`src/rtl/cgra_cell_pkg.sv`:
```
package cgra_cell_pkg;

   localparam int CTX_W   = 32;
   localparam int IMM_W   = 12;
   localparam int SHAMT_W = 4;
   localparam int SEL_W   = 3;
   localparam int OP_W    = 4;
   localparam int DST_W   = 2;
   localparam int N_SRC   = 2 ** SEL_W;

   typedef enum logic [OP_W-1:0] {
      OP_PASS  = 4'd0,
      OP_ADD   = 4'd1,
      OP_SUB   = 4'd2,
      OP_AND   = 4'd3,
      OP_OR    = 4'd4,
      OP_XOR   = 4'd5,
      OP_NOT   = 4'd6,
      OP_MUL   = 4'd7,
      OP_MAC   = 4'd8,
      OP_MULI  = 4'd9,
      OP_ADDI  = 4'd10,
      OP_MACI  = 4'd11,
      OP_RSV_C = 4'd12,
      OP_RSV_D = 4'd13,
      OP_RSV_E = 4'd14,
      OP_RSV_F = 4'd15
   } op_e;

   typedef enum logic [SEL_W-1:0] {
      SRC_N   = 3'd0,
      SRC_E   = 3'd1,
      SRC_S   = 3'd2,
      SRC_W   = 3'd3,
      SRC_ROW = 3'd4,
      SRC_COL = 3'd5,
      SRC_BUS = 3'd6,
      SRC_REG = 3'd7
   } src_e;

   typedef struct packed {
      logic               spare;
      logic [IMM_W-1:0]   imm;
      logic               oe;
      logic               we;
      logic [DST_W-1:0]   dst;
      logic               sh_right;
      logic [SHAMT_W-1:0] sh_amt;
      src_e               sel_b;
      src_e               sel_a;
      op_e                op;
   } ctx_t;

endpackage

```
`src/rtl/cell_ctx_reg.sv`:
```
module cell_ctx_reg
   import cgra_cell_pkg::*;
(
   input  logic             clk,
   input  logic             rst_n,
   input  logic             load,
   input  logic [CTX_W-1:0] word,
   output ctx_t             ctx
);

   if ($bits(ctx_t) != CTX_W) begin : g_bad_layout
      $error("context layout does not fill the context word");
   end

   always_ff @(posedge clk or negedge rst_n) begin
      if (!rst_n)
         ctx <= '0;
      else if (load)
         ctx <= ctx_t'(word);
   end

   AST_CTX_CAPTURE: assert property (@(posedge clk) disable iff (!rst_n)
      load |=> (ctx == ctx_t'($past(word))));
   AST_CTX_HOLD: assert property (@(posedge clk) disable iff (!rst_n)
      !load |=> $stable(ctx));

endmodule

```
`src/rtl/cell_opmux.sv`:
```
module cell_opmux
   import cgra_cell_pkg::*;
#(
   parameter int DW = 16
) (
   input  logic [SEL_W-1:0]          sel,
   input  logic [N_SRC-1:0][DW-1:0]  srcs,
   output logic [DW-1:0]             y
);

   if (DW < 1) begin : g_bad_dw
      $error("operand width must be positive");
   end

   assign y = srcs[sel];

endmodule

```
`src/rtl/cell_regfile.sv`:
```
module cell_regfile #(
   parameter int DW   = 16,
   parameter int NREG = 4,
   localparam int AW  = (NREG > 1) ? $clog2(NREG) : 1
) (
   input  logic          clk,
   input  logic          rst_n,
   input  logic          we,
   input  logic [AW-1:0] waddr,
   input  logic [DW-1:0] wdata,
   input  logic [AW-1:0] raddr,
   output logic [DW-1:0] rdata
);

   if (NREG < 2 || NREG != (1 << AW)) begin : g_bad_depth
      $error("register file depth must be a power of two, at least 2");
   end

   logic [NREG-1:0][DW-1:0] mem;

   for (genvar i = 0; i < NREG; i++) begin : g_ent
      logic [DW-1:0] ent_q;
      always_ff @(posedge clk or negedge rst_n) begin
         if (!rst_n)
            ent_q <= '0;
         else if (we && (waddr == AW'(i)))
            ent_q <= wdata;
      end
      assign mem[i] = ent_q;
   end

   assign rdata = mem[raddr];

   AST_RF_WRITE: assert property (@(posedge clk) disable iff (!rst_n)
      we |=> (mem[$past(waddr)] == $past(wdata)));
   AST_RF_KEEP: assert property (@(posedge clk) disable iff (!rst_n)
      !we |=> $stable(mem));

endmodule

```
`src/rtl/cell_exec.sv`:
```
module cell_exec
   import cgra_cell_pkg::*;
#(
   parameter int DW        = 16,
   parameter int SHW       = SHAMT_W,
   parameter bit LOG_SHIFT = 1'b1
) (
   input  op_e            op,
   input  logic [DW-1:0]  a,
   input  logic [DW-1:0]  b,
   input  logic [DW-1:0]  acc,
   input  logic [DW-1:0]  imm,
   input  logic [SHW-1:0] sh_amt,
   input  logic           sh_right,
   output logic [DW-1:0]  res
);

   if ((1 << SHW) > DW) begin : g_bad_shift
      $error("shift amount range exceeds datapath width");
   end

   logic          use_imm_mul;
   logic [DW-1:0] mul_b;
   logic [DW-1:0] mul_lo;
   logic [DW-1:0] alu;

   // one multiplier shared by the register and the constant forms
   assign use_imm_mul = (op == OP_MULI) || (op == OP_MACI);
   assign mul_b       = use_imm_mul ? imm : b;
   assign mul_lo      = a * mul_b;

   always_comb begin
      case (op)
         OP_ADD:  alu = a + b;
         OP_SUB:  alu = a - b;
         OP_AND:  alu = a & b;
         OP_OR:   alu = a | b;
         OP_XOR:  alu = a ^ b;
         OP_NOT:  alu = ~a;
         OP_MUL:  alu = mul_lo;
         OP_MAC:  alu = acc + mul_lo;
         OP_MULI: alu = mul_lo;
         OP_ADDI: alu = a + imm;
         OP_MACI: alu = acc + mul_lo;
         default: alu = a;
      endcase
   end

   if (LOG_SHIFT) begin : g_log_shift
      always_comb begin
         logic [DW-1:0] st;
         st = alu;
         for (int k = 0; k < SHW; k++) begin
            if (sh_amt[k]) begin
               if (sh_right)
                  st = DW'($signed(st) >>> (1 << k));
               else
                  st = DW'(st << (1 << k));
            end
         end
         res = st;
      end
   end else begin : g_flat_shift
      always_comb begin
         if (sh_right)
            res = DW'($signed(alu) >>> sh_amt);
         else
            res = DW'(alu << sh_amt);
      end
   end

endmodule

```
`src/rtl/cgra_cell.sv`:
```
module cgra_cell
   import cgra_cell_pkg::*;
#(
   parameter int DW        = 16,
   parameter int NREG      = 4,
   parameter bit LOG_SHIFT = 1'b1
) (
   input  logic             clk,
   input  logic             rst_n,
   input  logic             ctx_load,
   input  logic [CTX_W-1:0] ctx_word,
   input  logic [DW-1:0]    bus_seg,
   input  logic [DW-1:0]    nbr_n,
   input  logic [DW-1:0]    nbr_e,
   input  logic [DW-1:0]    nbr_s,
   input  logic [DW-1:0]    nbr_w,
   input  logic [DW-1:0]    row_lane,
   input  logic [DW-1:0]    col_lane,
   output logic [DW-1:0]    cell_out
);

   localparam int N_OPND = 2;

   if (NREG != (1 << DST_W)) begin : g_bad_nreg
      $error("register count must match the destination field");
   end
   if (DW < IMM_W) begin : g_bad_imm
      $error("datapath narrower than the immediate field");
   end

   ctx_t                      ctx;
   logic [N_SRC-1:0][DW-1:0]  srcs;
   logic [N_OPND-1:0][DW-1:0] opnd;
   logic [DW-1:0]             rf_rd;
   logic [DW-1:0]             imm_x;
   logic [DW-1:0]             res;
   logic                      unused_spare;

   cell_ctx_reg u_ctx (
      .clk   (clk),
      .rst_n (rst_n),
      .load  (ctx_load),
      .word  (ctx_word),
      .ctx   (ctx)
   );

   assign unused_spare = ctx.spare;
   assign imm_x = {{(DW-IMM_W){ctx.imm[IMM_W-1]}}, ctx.imm};

   // source order follows the select code
   assign srcs = {rf_rd, bus_seg, col_lane, row_lane, nbr_w, nbr_s, nbr_e, nbr_n};

   for (genvar g = 0; g < N_OPND; g++) begin : g_opmux
      cell_opmux #(.DW(DW)) u_mux (
         .sel  ((g == 0) ? ctx.sel_a : ctx.sel_b),
         .srcs (srcs),
         .y    (opnd[g])
      );
   end

   cell_regfile #(.DW(DW), .NREG(NREG)) u_rf (
      .clk   (clk),
      .rst_n (rst_n),
      .we    (ctx.we),
      .waddr (ctx.dst),
      .wdata (res),
      .raddr (ctx.dst),
      .rdata (rf_rd)
   );

   cell_exec #(.DW(DW), .SHW(SHAMT_W), .LOG_SHIFT(LOG_SHIFT)) u_exec (
      .op       (ctx.op),
      .a        (opnd[0]),
      .b        (opnd[1]),
      .acc      (cell_out),
      .imm      (imm_x),
      .sh_amt   (ctx.sh_amt),
      .sh_right (ctx.sh_right),
      .res      (res)
   );

   always_ff @(posedge clk or negedge rst_n) begin
      if (!rst_n)
         cell_out <= '0;
      else if (ctx.oe)
         cell_out <= res;
   end

   AST_OUT_HOLD: assert property (@(posedge clk) disable iff (!rst_n)
      !ctx.oe |=> $stable(cell_out));
   AST_MAC_STEP: assert property (@(posedge clk) disable iff (!rst_n)
      (ctx.oe && ctx.op == OP_MAC && ctx.sh_amt == '0)
      |=> (cell_out == DW'($past(cell_out) + $past(opnd[0]) * $past(opnd[1]))));
   AST_ADDI_STEP: assert property (@(posedge clk) disable iff (!rst_n)
      (ctx.oe && ctx.op == OP_ADDI && ctx.sh_amt == '0)
      |=> (cell_out == DW'($past(opnd[0]) + $past(imm_x))));

endmodule

```
`config.mk`:
```
export PLATFORM = sky130hd
export DESIGN_NAME = cgra_cell
export DESIGN_NICKNAME = d
export VERILOG_FILES = /design/src/rtl/cgra_cell_pkg.sv /design/src/rtl/cell_ctx_reg.sv /design/src/rtl/cell_opmux.sv /design/src/rtl/cell_regfile.sv /design/src/rtl/cell_exec.sv /design/src/rtl/cgra_cell.sv
export SDC_FILE = /design/constraint.sdc
export NUM_CORES = 1
export LEC_CHECK = 0
export ABC_AREA = 1
export BUFFER_PORTS_ARGS = -buffer_cell sky130_fd_sc_hd__buf_2
export CAP_MARGIN = 20
export CORE_ASPECT_RATIO = 1.5
export CORE_MARGIN = 2
export CORE_UTILIZATION = 50
export CTS_CLUSTER_SIZE = 16
export DETAILED_ROUTE_END_ITERATION = 8
export PLACE_DENSITY = 0.75
export SYNTH_ARGS = -nofsm -noshare
export SYNTH_HDL_FRONTEND = slang
export SYNTH_SLANG_ARGS = --single-unit
```
`constraint.sdc`:
```
create_clock -name clk -period 21.8 [get_ports clk]
set_input_delay 1.09 -clock clk [delete_from_list [all_inputs] [get_ports clk]]
set_output_delay 1.09 -clock clk [all_outputs]
set_load 0.005 [all_outputs]
```
Yosys cells after proc, flatten, opt, wreduce, memory -nomap -nowiden
Cells that the tools add are included.

word-level totals
  register bits after elaboration = 111
  input port bits = 147
  output and inout port bits = 16
  logic and storage cells = 64

operators by class
  add/subtract/negate cells = 4
  multipliers = 1
  $lt $le $gt $ge = 3
  equal/unequal tests = 14
  multiplexer cells = 16
  bitwise gates (word level) = 4
  reductions and logical operators = 8

operators with widths
  kind                  number
  $mux W16              12
  $pmux W16 S9          1
  $bmux W16 S3          2
  $add A16 B16 Y16      3
  $bmux W16 S2          1
  $and A16 B16 Y16      1
  $eq A4 B3 Y1 const B  4
  $eq A4 B4 Y1 const B  4
  $mul A16 B16 Y16      1
  $not A16 Y16          1
  $or A16 B16 Y16       1
  $sub A16 B16 Y16      1
  $xor A16 B16 Y16      1
  $eq A4 B2 Y1 const B  2
  $lt A3 B4 Y1 const B  2
  $eq A2 B2 Y1 const B  2
  $eq A4 B1 Y1 const B  1
  $logic_and A1 B1 Y1   4
  $reduce_or A2 Y1      2
  $lt A2 B3 Y1 const B  1
  $eq A2 B1 Y1 const B  1
  $logic_not A2 Y1      1
  $logic_or A1 B1 Y1    1

Depth between registers and ports, before layout
  depth after elaboration = 16
  gate-level depth with buffers = 59
  gate-level depth less buffers = 57

By module
A second synthesis with hierarchy kept.

second synthesis, totals
  cells, all modules = 2,988
  area, all modules = 17,692.0 um^2

modules (own cells, without submodules)
  module        times used  cells an instance  area each (um^2)  seq. area each (um^2)
  cell_exec     1           1,462              8,785.9           0.0
  cell_opmux    2           426                1,761.7           0.0
  cell_regfile  1           470                3,445.8           1,601.5
  cell_ctx_reg  1           136                1,292.5           800.8
  cgra_cell     1           68                 644.4             400.4

Least setup slack after synthesis
Ideal clock, no wire load.

  path kind = input to register
  start point = input nbr_e[5]
  end point = register cell_out[8]
  library setup time = 65 ps
  arrival = 7,813 ps
  required time = 21,735 ps
  setup slack = 13,922 ps
  stages on the path = 46
  path buffers = 0
  path through = inv_1 -> a21oi_1 -> o21ai_0 -> nand2_1 -> nor2_1 -> a21oi_4 -> clkinv_1 -> nor2_1 -> fa_1 -> fa_1 -> ha_1 -> fa_1 -> inv_1 -> fa_1 -> fa_1 -> inv_1 -> ha_1 -> inv_1 -> [... 10 more ...] -> a21o_1 -> a31oi_1 -> o21ai_0 -> xor2_1 -> inv_1 -> nand3_1 -> nand3_2 -> nand3_4 -> nand2_1 -> nand2_1 -> nand2_1 -> nand2_1 -> nand2_1 -> nand2_1 -> nand2_1 -> nand2_2 -> nand2_1 -> nand2_1

between the ends
  cells in the longest elaborated chain, start to end = 14
  elaborated cells on any way between the ends = 23
  those cells by class = add/sub: 4; mul: 1; mux: 14; bitwise: 4

RTL lines
  element                         line                              text
  start, declared                 cgra_cell.sv:14                   input logic [DW-1:0] nbr_e,
  $bmux W16 S3                    cell_opmux.sv:15                  assign y = srcs[sel];
  $mux W16 (implied by the code)  cell_opmux.sv:15
  $mux W16                        cell_exec.sv:29                   assign mul_b = use_imm_mul ? imm : b;
  $mul A16 B16 Y16                cell_exec.sv:30                   assign mul_lo = a * mul_b;
  $add A16 B16 Y16                cell_exec.sv:41, cell_exec.sv:44
  $pmux W16 S9 (*)                cell_exec.sv:33                   case (op)
  $mux W16                        cell_exec.sv:55                   if (sh_right)
  $mux W16 (*)                    cell_exec.sv:54                   if (sh_amt[k]) begin
  $mux W16                        cell_exec.sv:55
  $mux W16 (*)                    cell_exec.sv:54
  $mux W16                        cell_exec.sv:55
  $mux W16 (*)                    cell_exec.sv:54
  $mux W16                        cell_exec.sv:55
  $mux W16 (*)                    cell_exec.sv:54
  end signal, assigned            cgra_cell.sv:86                   cell_out <= res;
  end, declared                   cgra_cell.sv:19                   output logic [DW-1:0] cell_out

Every way passes the cells marked *; elsewhere a longest branch is shown, timed or not. The select of a mux whose other input is x is not followed.
A chain may end at the register's enable or synchronous reset.

Worst setup path after layout
  start point = register, netlist name u_ctx.ctx[5]
  end point = register u_rf.g_ent[0].ent_q[3]

between the ends
  cells in the longest elaborated chain, start to end = 13
  elaborated cells on any way between the ends = 20
  those cells by class = add/sub: 4; mul: 1; mux: 11; bitwise: 4

RTL lines
  element                             line                              text
  $bmux W16 S3 (*)                    cell_opmux.sv:15
  $mux W16 (implied by the code) (*)  cell_opmux.sv:15
  $mul A16 B16 Y16                    cell_exec.sv:30
  $add A16 B16 Y16                    cell_exec.sv:41, cell_exec.sv:44
  $pmux W16 S9 (*)                    cell_exec.sv:33
  $mux W16                            cell_exec.sv:55
  $mux W16 (*)                        cell_exec.sv:54
  $mux W16                            cell_exec.sv:55
  $mux W16 (*)                        cell_exec.sv:54
  $mux W16                            cell_exec.sv:55
  $mux W16 (*)                        cell_exec.sv:54
  $mux W16                            cell_exec.sv:55
  $mux W16 (*)                        cell_exec.sv:54
  end signal, assigned                cell_regfile.sv:27                ent_q <= wdata;
  end, declared                       cell_regfile.sv:22                logic [DW-1:0] ent_q;

Marks and branches as above.

==> metrics.cfg <==
[timing]
finalCriticalPeriod_ns = 10.40
setup_viol = 0
hold_viol_final = 0
fmax_mhz = 96.1
skew_ns = 0.0153
rsz0062_at_grt = no
setup_tns_ns = 0
tightest_slew_ns = 1.13
finalCritPeriodShare_pct = 47.7
holdWs_ns = 0.487
slew_headroom_pct = 24.8
slew_viol_final = 0

[clocking]
clkTransAtPathRegs_ns = 0.09
htree_levels = 3
cts_tree = done
cts_root_buffer = clkbuf_16
clock_sinks = 111
numCtsBuffers = 9
cts_hold_buffers = 0
clockBufferDepth = 2
cts_resized = 0
insertion_delay_ns = 0.39
post-cts-setup-buffer-count = 0

[critical_path]
crit_slowest_cell = dfrtp_1
worst-r2r-cell-count = 43
worst_path_largest_cell_delay_ns = 1.09
crit_arrival_ns = 10.64
start_kind = flop
crit_path_max_fanout = 32
reg2reg_slack_ns = 11.40
cpMostUsedCell = nand2_1
worstPathRequired_ns = 22.04
reg2reg_to = u_rf.g_ent[0].ent_q[3]
end_kind = flop
path_class = reg2reg
reg2reg_from = u_ctx.ctx[5]

[placement]
hpwl_um = 47500
placed_cells = 2981
place_congestion = 1.02
port_buffers = 161

[detailed_routing]
wl_per_cell_um = 20.1
first_pass_iters = 7
via_per_inst = 5.81
ant_nets = 0
drc = 0
vias = 17444
routed_wirelength_um = 60300
drtIter0Drc = 1710

[synthesis]
synthCells = 2493
syn_avg_cell_area_um2 = 6.30
syn_area_um2 = 15700
yosys.area.top_type = nand2_1
seq_area_frac_synth_pct = 17.7
synth_edf_count = 0
yosysUniqueCellTypes = 58
synthArstFlopShare_pct = 100
yosys_warnings = 0
synth_top_area_share_pct = 20.2
syn_nets = 2834
ys_seq_elements = 111
synthTopCellsByArea = nand2_1 20%, dfrtp_1 18%, fa_1 10%
ys.flop_type = dfrtp_1

[global_routing]
grt_pass1_wl_um = 92300
antenna_found_initial = 1
grt_pass1_vias = 17115
busiest_layer = met2
grtUsageTotal_pct = 36.6
use_met1_pct = 41.5
grtUsageMet2_pct = 62.6
grt_max_degree = 94
grt_use_met3_pct = 5.71
grt_overflow = 0

[worst_hold_path]
min_path_cells = 2
min_path_type = reg2reg
min_from = u_rf.g_ent[3].ent_q[14]
min_to = u_rf.g_ent[3].ent_q[14]

[job]
drv_cap = 0

[finish]
drive_above_1_share_pct = 10.5
nNetsFinal = 2929
instances_no_fill = 3000
mostFrequentLayoutCells = 847 x nand2_1, 322 x inv_1, 202 x nor2_1
final_common_cell = nand2_1
area_growth_syn_to_layout_pct = 7.96
final_util_pct = 54.8
fill_cells = 3168

[die]
coreArea_um2 = 30900
row_count = 79
ios = 163
dieArea_um2 = 32900
die_w_um = 149
dieHeight_um = 221
initial_core_util_pct = 50.8

[outcome]
status = complete, no violations

==> synthesized netlist by cell type, types with 4 or more instances <==
library cell	instances
nand2_1	847
inv_1	322
nor2_1	202
a21oi_1	164
o21ai_0	161
nand3_1	137
ha_1	112
dfrtp_1	111
fa_1	82
o211ai_1	38
buf_2	36
clkbuf_1	33
inv_2	18
buf_4	16
nand2_2	16
a31oi_1	13
a221oi_1	12
buf_6	12
clkinv_1	12
nor3_1	12
xor2_1	11
nand4_1	10
o21ai_1	9
o221ai_1	9
o22ai_1	9
o2111ai_1	8
or2_2	7
a22oi_1	6
mux2_2	5
o21a_1	5
nand3b_1	4
nor2_4	4
o21ai_2	4
xnor2_1	4
==> per-stage QoR <==
stage,instance area [um^2],worst slack [ns]
floorplan,15700,13.92
global placement,16600,11.60
detailed placement,16600,11.44
CTS,16900,11.43
global route,17000,10.88
finish,17000,11.40
==> sequential cells by signal, summed over array words and instances (netlist names) <==
register,count
cell_out,16
u_ctx.ctx,31
u_rf.g_ent.ent_q,64
==> worst max-delay path: cells and delay by family (launching register included) <==
kind | cells | cell delay, ns
flops | 1 | 1.09
buf+inv | 8 | 1.32
simple gates | 19 | 2.13
xor+xnor | 1 | 0.39
fa+ha+maj | 8 | 3.31
compound gates | 7 | 1.98
==> area by class of cell <==
class / count / area, um^2 / area share, %
sequential: 111 / 2780 / 16.4
inverter: 354 / 1330 / 7.86
multi-input combinational: 1930 / 11000 / 65.1
timing repair buffer: 182 / 986 / 5.81
clock inverter: 7 / 87.6 / 0.516
tap: 405 / 507 / 2.99
clock buffer: 9 / 225 / 1.33
antenna: 2 / 5.00 / 0.0295
==> routing by layer <==
layer,share of wire (%),routed length (um)
met5,0,0
met3,7.0,4230
met2,49,29400
met4,8.0,4810
met1,36,21800
==> cell families after synthesis <==
kind of cell,after synthesis,share of synthesized area (%)
AO/OA/AOI/OAI,469,17.6
XOR/XNOR,15,0.836
adder cells (fa/ha/maj),194,19.4
buffers and inverters,452,12.1
flip-flops,111,17.7
multiplexers,5,0.358
AND/OR/NAND/NOR,1247,32.1
==> how the worst max path moves through the flow <==
stage | from | to | slack [ns] | cells after the start
after floorplan | nbr_e[5] | cell_out[8] | 13.92 | 46
after detailed placement | u_ctx.ctx[15] | u_rf.g_ent[3].ent_q[3] | 11.44 | 42
after global placement | u_ctx.ctx[15] | u_rf.g_ent[3].ent_q[3] | 11.60 | 42
after global routing | u_ctx.ctx[4] | u_rf.g_ent[2].ent_q[3] | 10.88 | 43
final | u_ctx.ctx[5] | u_rf.g_ent[0].ent_q[3] | 11.40 | 43
after CTS | u_ctx.ctx[15] | u_rf.g_ent[0].ent_q[3] | 11.43 | 42
Power is left out: the tool's default activity adds up to more than one toggle a clock period on the data nets, which glitch-free logic cannot reach.
